--- config.mk ---
export PLATFORM = sky130hd
export DESIGN_NAME = bcast_line
export DESIGN_NICKNAME = d
export VERILOG_FILES = /design/src/rtl/bcast_pkg.sv /design/src/rtl/bcast_src_sel.sv /design/src/rtl/bcast_node_dec.sv /design/src/rtl/bcast_node.sv /design/src/rtl/bcast_line.sv
export SDC_FILE = /design/constraint.sdc
export NUM_CORES = 1
export LEC_CHECK = 0
export ABC_AREA = 1
export BUFFER_PORTS_ARGS = -buffer_cell sky130_fd_sc_hd__buf_2
export CAP_MARGIN = 10
export CORE_ASPECT_RATIO = 1.1
export CORE_MARGIN = 3
export CORE_UTILIZATION = 60
export CTS_CLUSTER_SIZE = 25
export DETAILED_ROUTE_END_ITERATION = 10
export GPL_TIMING_DRIVEN = 0
export HOLD_SLACK_MARGIN = 0.03
export PLACE_DENSITY_LB_ADDON = 0.3
export SYNTH_ARGS = -nofsm -noshare
export SYNTH_HDL_FRONTEND = slang
export SYNTH_SLANG_ARGS = --single-unit
export TNS_END_PERCENT = 10
--- constraint.sdc ---
create_clock -name clk_i -period 3.4 [get_ports clk_i]
set_input_delay 0.68 -clock clk_i [delete_from_list [all_inputs] [get_ports clk_i]]
set_output_delay 0.68 -clock clk_i [all_outputs]
set_load 0.02 [all_outputs]
--- src/rtl/bcast_pkg.sv ---
package bcast_pkg;
  typedef enum logic {
    SEL_ACC_HI = 1'b0,
    SEL_PS     = 1'b1
  } word_sel_e;
endpackage

--- src/rtl/bcast_src_sel.sv ---
module bcast_src_sel #(
  parameter int IDX_W = 3
) (
  input  logic             diag_i,
  input  logic [IDX_W-1:0] src_idx_i,
  input  logic [IDX_W-1:0] line_idx_i,
  output logic [IDX_W-1:0] src_o
);
  // diagonal: the element whose index equals the line number sends
  assign src_o = diag_i ? line_idx_i : src_idx_i;
endmodule

--- src/rtl/bcast_node_dec.sv ---
module bcast_node_dec #(
  parameter int IDX_W    = 3,
  parameter int NODE_IDX = 0
) (
  input  logic [IDX_W-1:0] src_i,
  output logic             is_src_o,
  output logic             from_east_o,
  output logic [IDX_W-1:0] dist_o
);
  localparam logic [IDX_W-1:0] MY_IDX = IDX_W'(NODE_IDX);

  always_comb begin
    is_src_o    = (src_i == MY_IDX);
    from_east_o = (MY_IDX < src_i);
    dist_o      = from_east_o ? (src_i - MY_IDX) : (MY_IDX - src_i);
  end
endmodule

--- src/rtl/bcast_node.sv ---
module bcast_node
  import bcast_pkg::*;
#(
  parameter int N_PE     = 8,
  parameter int WORD_W   = 16,
  parameter int NODE_IDX = 0,
  localparam int IDX_W   = (N_PE > 1) ? $clog2(N_PE) : 1
) (
  input  logic              clk_i,
  input  logic              rst_ni,
  input  logic              start_i,
  input  logic [IDX_W-1:0]  src_i,
  input  word_sel_e         sel_i,
  input  logic [WORD_W-1:0] acc_i,
  input  logic [WORD_W-1:0] ps_i,
  input  logic              west_r_i,
  input  logic              east_r_i,
  output logic              r_o,
  output logic [WORD_W-1:0] word_o,
  output logic              ready_o
);
  localparam int CNT_W = $clog2(N_PE + WORD_W + 1);
  localparam logic [CNT_W-1:0] LAST_OFS = CNT_W'(WORD_W - 1);

  logic             dec_src, dec_east;
  logic [IDX_W-1:0] dec_dist;

  bcast_node_dec #(.IDX_W(IDX_W), .NODE_IDX(NODE_IDX)) u_dec (
    .src_i       (src_i),
    .is_src_o    (dec_src),
    .from_east_o (dec_east),
    .dist_o      (dec_dist)
  );

  logic [WORD_W-1:0] load_word;
  assign load_word = (sel_i == SEL_PS) ? ps_i : acc_i;

  logic              is_src_q, from_east_q, run_q, r_q, rdy_q;
  logic [CNT_W-1:0]  dist_q, cnt_q;
  logic [WORD_W-1:0] tx_q, rx_q;
  logic              link_bit;

  assign link_bit = from_east_q ? east_r_i : west_r_i;

  always_ff @(posedge clk_i or negedge rst_ni) begin
    if (!rst_ni) begin
      is_src_q    <= 1'b0;
      from_east_q <= 1'b0;
      run_q       <= 1'b0;
      r_q         <= 1'b0;
      rdy_q       <= 1'b0;
      dist_q      <= '0;
      cnt_q       <= '0;
      tx_q        <= '0;
      rx_q        <= '0;
    end else if (start_i) begin
      is_src_q    <= dec_src;
      from_east_q <= dec_east;
      dist_q      <= CNT_W'(dec_dist);
      cnt_q       <= CNT_W'(1);
      run_q       <= 1'b1;
      rdy_q       <= 1'b0;
      if (dec_src) begin
        r_q  <= load_word[0];
        tx_q <= load_word >> 1;
        rx_q <= load_word;
      end else begin
        r_q  <= 1'b0;
        tx_q <= '0;
        rx_q <= '0;
      end
    end else if (run_q) begin
      cnt_q <= cnt_q + CNT_W'(1);
      if (is_src_q) begin
        r_q  <= tx_q[0];
        tx_q <= tx_q >> 1;
      end else if (cnt_q >= dist_q) begin
        // capture window: edges dist .. dist+WORD_W-1
        r_q  <= link_bit;
        rx_q <= {link_bit, rx_q[WORD_W-1:1]};
      end
      if (cnt_q == dist_q + LAST_OFS) begin
        rdy_q <= 1'b1;
        run_q <= 1'b0;
      end
    end
  end

  assign r_o     = r_q;
  assign word_o  = rx_q;
  assign ready_o = rdy_q;
endmodule

--- src/rtl/bcast_line.sv ---
module bcast_line
  import bcast_pkg::*;
#(
  parameter int N_PE   = 8,
  parameter int WORD_W = 16,
  localparam int IDX_W = (N_PE > 1) ? $clog2(N_PE) : 1
) (
  input  logic                     clk_i,
  input  logic                     rst_ni,
  input  logic                     start_i,
  input  logic                     diag_i,
  input  logic                     sel_i,
  input  logic [IDX_W-1:0]         src_idx_i,
  input  logic [IDX_W-1:0]         line_idx_i,
  input  logic [N_PE*WORD_W-1:0]   acc_hi_i,
  input  logic [N_PE*WORD_W-1:0]   ps_i,
  output logic [N_PE*WORD_W-1:0]   word_o,
  output logic [N_PE-1:0]          ready_o
);
  logic [IDX_W-1:0] src_eff;
  logic [N_PE-1:0]  r_bus;
  word_sel_e        sel_e;

  assign sel_e = word_sel_e'(sel_i);

  bcast_src_sel #(.IDX_W(IDX_W)) u_src_sel (
    .diag_i     (diag_i),
    .src_idx_i  (src_idx_i),
    .line_idx_i (line_idx_i),
    .src_o      (src_eff)
  );

  for (genvar g = 0; g < N_PE; g++) begin : g_node
    logic west_r, east_r;
    if (g == 0) begin : g_wedge
      assign west_r = 1'b0;
    end else begin : g_win
      assign west_r = r_bus[g-1];
    end
    if (g == N_PE - 1) begin : g_eedge
      assign east_r = 1'b0;
    end else begin : g_ein
      assign east_r = r_bus[g+1];
    end

    bcast_node #(.N_PE(N_PE), .WORD_W(WORD_W), .NODE_IDX(g)) u_node (
      .clk_i    (clk_i),
      .rst_ni   (rst_ni),
      .start_i  (start_i),
      .src_i    (src_eff),
      .sel_i    (sel_e),
      .acc_i    (acc_hi_i[g*WORD_W +: WORD_W]),
      .ps_i     (ps_i[g*WORD_W +: WORD_W]),
      .west_r_i (west_r),
      .east_r_i (east_r),
      .r_o      (r_bus[g]),
      .word_o   (word_o[g*WORD_W +: WORD_W]),
      .ready_o  (ready_o[g])
    );
  end
endmodule

== Word-level counts from Yosys, hierarchy flattened ==
Index checks and enable logic that the tools add are counted.
Storage, ports and cells
  input port bits: 267
  output and inout port bits: 136
  register bits: 360
  logic and storage cells: 416
Cells by class
  $add $sub $neg: 31
  reductions and logical operators: 73
  $lt $le $gt $ge: 16
  eq/ne operators: 23
  mux-type cells: 201
Operators by type and width (number)
  $mux W16: 72
  $mux W15: 8
  $mux W1: 96
  $mux W5: 16
  $reduce_bool A2 Y1: 32
  $reduce_and A2 Y1: 24
  $add A3 B4 Y5 const B: 8
  $add A5 B1 Y5 const B: 8
  $eq A5 B5 Y1: 8
  $ge A5 B3 Y1: 8
  $mux W3: 9
  $reduce_and A3 Y1: 8
  $reduce_bool A3 Y1: 8
  $ne A2 B2 Y1 const B: 8
  $eq A3 B3 Y1 const B: 4
  $lt A3 B3 Y1 const A: 4
  $sub A3 B3 Y3 const A: 4
  $sub A3 B3 Y3 const B: 4
  $eq A3 B2 Y1 const B: 2
  $lt A1 B3 Y1 const A: 2
  $lt A2 B3 Y1 const A: 2
  $sub A1 B3 Y3 const A: 2
  $sub A2 B3 Y3 const A: 2
  $sub A3 B2 Y3 const B: 2
  3 further kinds: 3

== Logic depth before layout (Yosys ltp) ==
  depth after elaboration: 5
  depth in mapped cells: 13
  gate-level depth less buffers: 12

== Hierarchy ==
From an unflattened synthesis, not the netlist that was laid out.
Second synthesis, totals
  cell total of the unflattened synthesis: 2692
  area total of the unflattened synthesis: 19867.8 um^2
By module, submodules not included
  bcast_node: seq. area each 1101.1 um^2, times used 8, area each 2397.3 um^2, cells an instance 321
  bcast_node_dec (g_node[2].u_node.u_dec): seq. area each 0.0 um^2, times used 1, area each 151.4 um^2, cells an instance 24
  bcast_node_dec (g_node[1].u_node.u_dec): seq. area each 0.0 um^2, times used 1, area each 112.6 um^2, cells an instance 19
  bcast_node_dec (g_node[6].u_node.u_dec): seq. area each 0.0 um^2, times used 1, area each 102.6 um^2, cells an instance 18
  bcast_node_dec (g_node[4].u_node.u_dec): seq. area each 0.0 um^2, times used 1, area each 76.3 um^2, cells an instance 12
  bcast_node_dec (g_node[0].u_node.u_dec): seq. area each 0.0 um^2, times used 1, area each 70.1 um^2, cells an instance 12
  bcast_node_dec (g_node[5].u_node.u_dec): seq. area each 0.0 um^2, times used 1, area each 55.1 um^2, cells an instance 12
  bcast_node_dec (g_node[3].u_node.u_dec): seq. area each 0.0 um^2, times used 1, area each 47.5 um^2, cells an instance 9
  bcast_src_sel: seq. area each 0.0 um^2, times used 1, area each 37.5 um^2, cells an instance 10
  bcast_node_dec (g_node[7].u_node.u_dec): seq. area each 0.0 um^2, times used 1, area each 32.5 um^2, cells an instance 7
  bcast_line: seq. area each 0.0 um^2, times used 1, area each 3.8 um^2, cells an instance 1

== Worst setup path after synthesis ==
Ideal clock, no wire load.
  path type: input-to-reg
  start: in diag_i
  end: reg g_node[0].u_node.rx_q[9]
  path slack: 1.150 ns
  buffers on the path: 1
  setup time: 0.117 ns
  stages: 13
  required time: 3.283 ns
  arrival: 2.133 ns
  path through: inv_2 nand2_1 nand2_1 inv_1 ha_1 ha_1 nand2_2 buf_2 nor2_1 o21ai_0 nand2_1 nand3_1 nand2_1
On the way
  cells in the longest elaborated chain, start to end: 4
Ends and longest elaborated chain
  start, declared: line bcast_line.sv:11  | input logic diag_i,
  $mux W3: line bcast_src_sel.sv:10  | assign src_o = diag_i ? line_idx_i : src_idx_i;
  $logic_not A3 Y1: line bcast_node_dec.sv:13  | is_src_o = (src_i == MY_IDX);
  net g_node[0].u_node.dec_src: line bcast_node.sv:25  | logic dec_src, dec_east;
  $mux W16: line bcast_node.sv:63  | if (dec_src) begin
  $mux W16: line bcast_node.sv:56  | end else if (start_i) begin
  end signal, assigned: line bcast_node.sv:66  | rx_q <= load_word;
  end signal, assigned: line bcast_node.sv:80  | rx_q <= {link_bit, rx_q[WORD_W-1:1]};
  end, declared: line bcast_node.sv:40  | logic [WORD_W-1:0] tx_q, rx_q;
The timed path passes the listed nets, and every way through them passes these cells.
A chain may end at the register's enable or synchronous reset.

== Final worst setup path ==
  start: in diag_i
  end: reg g_node[0].u_node.rx_q[5]
The elaborated chain is that of the path after synthesis.

==> out/results.ini <==
[route]
drt_iter0_markers = 1787
wl_met3_um = 6106
avgRoutedWirePerCell_um = 18.26
via_count = 19820
drt-total-wl_um = 63430
highest_layer = met5
drc_errors = 3
firstDrtPassIters = 11
viasPerCell = 5.706
met2_length_um = 30230
wl_met1_um = 23590
ant_nets = 0

[clock_network]
clock_sinks = 344
clockRootBuffer = clkbuf_16
insertion_delay_ps = 540
cts_tree = built
max-clock-path-buffers = 3
cts_setup_buffers = 0
path_clk_slew_ps = 60
cts_buffers = 37
htree_levels = 2
cts-resized-gates = 0
cts.hold.buffers_added = 0

[synth]
synthMuxAreaShare_pct = 0
synthXorXnorAreaFrac_pct = 0.3664
synth-edff-count = 0
synth_top_area_share_pct = 45.01
syn_inst = 2588
syn_area_mm2 = 0.01912
synthTopCellsByCount = nand2_1 (913), dfrtp_1 (344), nor2_1 (288)
synth.distinct_cells = 40
ys_warn_count = 0
yosys.area_share.simple_pct = 29.71
synth_top_cell_by_area = dfrtp_1
synthFlopType = dfrtp_1
synth_area_leaders = dfrtp_1 (45%), nand2_1 (18%), nor2_1 (5.7%)
synth-compound-area-share_pct = 13.79
post_synth.cell_area_avg_um2 = 7.390
synth_top_family_by_area = simple AND/OR/NAND/NOR gates
async_reset_ff_share_pct = 100.0
synth_most_common_cell = nand2_1
synth_seq_cells = 344
yosysSeqAreaShare_pct = 45.01
synth_fp_nets = 2914
synthAdderAreaFrac_pct = 3.860

[power_and_ir_drop]
powerDensity_mw_per_mm2 = 543.1
ir_drop_v = 0.0003653
cellLeakagePower_nw = 12.78

[setup_path]
arrival_ps = 2970
r2r_cells = 9
worstPathRequired_ps = 3820
r2r-start = g_node[4].u_node.dist_q[0]
r2r_end = g_node[6].u_node.ready_o
start_kind = input pin
cp_max_fo = 10
r2r_slack_ps = 1290
endpoint_kind = flip-flop
critical_path_class = in2reg

[global_route]
grt_pass1_wl_um = 99300
grt_pass1_vias = 19170
grt.total_usage_pct = 36.22
overflow = 0
antenna_found_initial = 5
grt_start_max_net_pins = 111

[sta]
setup_viol = 0
relSlewSlack_pct = 28.46
finalWorstSetupSlack_ps = 849.7
timing.final.hold_violations = 0
finalCritPeriodShare_pct = 75.01
max_slew.worst_pin.slew_ps = 1073
rsz0062_at_grt = false
final_max_slew_viol_count = 0
fmax_ghz = 0.3921
finClkSkew_ps = 27.90
fin_crit_ps = 2550

[outcome]
failed_checks = design-rule violations
status = finished, violations left

[floorplanning]
rows = 67
start_util_pct = 61.83
fp.coreArea_mm2 = 0.03093
dieArea_mm2 = 0.03406
die-width_um = 176.2
die_h_um = 193.3
pin_count = 403

[hold_path]
hp-class = in2async

[flow_run]
cap_violations = 0

[layout]
fillCellCount = 2447
layout.nets = 3357
area_delta_synth_final_pct = 20.61
drive_gt1_share_pct = 20.11
final_area_mm2 = 0.02307

[place]
dp_worst_setup_slack_ps = 370.0
io_buffer_count = 401
dpl.hpwl_um = 47570
placed_cell_area_mm2 = 0.02174
gp_congestion = 0.9438

[cell usage in the layout, fill, tap and decap left out, drive strengths merged, types with 8 or more instances in the layout]
cell type	count
nand2	926
buf	500
dfrtp	344
nor2	292
o21ai	203
inv	171
a21oi	134
nand3	121
clkbuf	90
ha	59
a21boi	54
nor3	47
a31oi	46
or2	18
a22oi	16
xor2	8
[cell families after synthesis]
family,count (synthesis)
adder cells (fa/ha/maj),59
XOR/XNOR,8
AO/OA/AOI/OAI,463
buffers and inverters,302
flip-flops,344
AND/OR/NAND/NOR,1412
[worst max path at each step]
| stage | start | endpoint | slack [ps] | depth (start not counted) |
|---|---|---|---|---|
| 5_1_grt | diag_i | g_node[0].u_node.word_o[9] | 700 | 14 |
| 4_1_cts | diag_i | g_node[0].u_node.word_o[9] | 900 | 14 |
| 6_report | diag_i | g_node[0].u_node.word_o[5] | 850 | 14 |
| 2_1_floorplan | diag_i | g_node[0].u_node.word_o[9] | 1150 | 13 |
| 3_5_place_dp | diag_i | g_node[0].u_node.word_o[9] | 370 | 14 |
| 3_3_place_gp | rst_ni | g_node[6].u_node.word_o[11] | -4950 | 1 |
[critical path: stages]
cell	delay, ps
buf_2	120
inv_2	60
nand2_1	50
nand2_1	350
inv_1	260
ha_1	240
ha_1	180
nand2_2	200
buf_2	310
nor2_1	80
o21ai_0	160
nand2_1	110
nand3_1	100
nand2_1	50
[final cells by class]
type,count,area (um^2),area share (%)
flip-flops and latches,344,8608,37.32
clock inverters,12,216.5,0.9384
well taps,414,518.0,2.246
inverters,170,640.6,2.777
multi-input cells,1942,9128,39.57
plain buffers,132,748.2,3.244
diodes,2,5.005,0.02170
clock buffers,54,1102,4.779
repair buffers,404,2100,9.102
[per-layer routing]
layer	track usage, %	up-vias
met1	44.88	9326
met3	6.961	208
met5	0	-
li1	-	9211
met4	17.98	4
met2	60.58	1075
[metrics by stage]
step | setup TNS, ps | hold WS [ps] | power (mW) | utilization [%] | std cells
after floorplan | 0 | 384.4 | 6.961 | - | 2588
after global placement | -1690270 | 453.1 | 7.983 | 69.99 | 3403
after detailed placement | 0 | 461.3 | 8.120 | 70.29 | 3406
after CTS | 0 | 114.7 | 12.47 | 74.55 | 3472
after global routing | 0 | 125.8 | 13.10 | 74.55 | 3472
final | 0 | 90.04 | 12.53 | 74.57 | 3474
[sequential cells by signal (all words and copies together) (netlist names)]
name and count:
g_node.u_node.ready_o 8, g_node.u_node.r_o 8, g_node.u_node.word_o 128, g_node.u_node.dist_q 17, g_node.u_node.is_src_q 8, g_node.u_node.tx_q 120, g_node.u_node.cnt_q 40, g_node.u_node.run_q 8
g_node.u_node.from_east_q 7
[where the power goes]
| part | leakage [nW] | switching [mW] | internal [mW] | total (mW) |
|---|---|---|---|---|
| combinational | 7.71 | 2.03 | 1.05 | 3.08 |
| clock | 0.646 | 1.69 | 2.71 | 4.40 |
| sequential | 4.42 | 0.419 | 4.63 | 5.05 |
| total | 12.8 | 4.14 | 8.39 | 12.5 |
No activity file was read; power rests on OpenSTA's default activity.
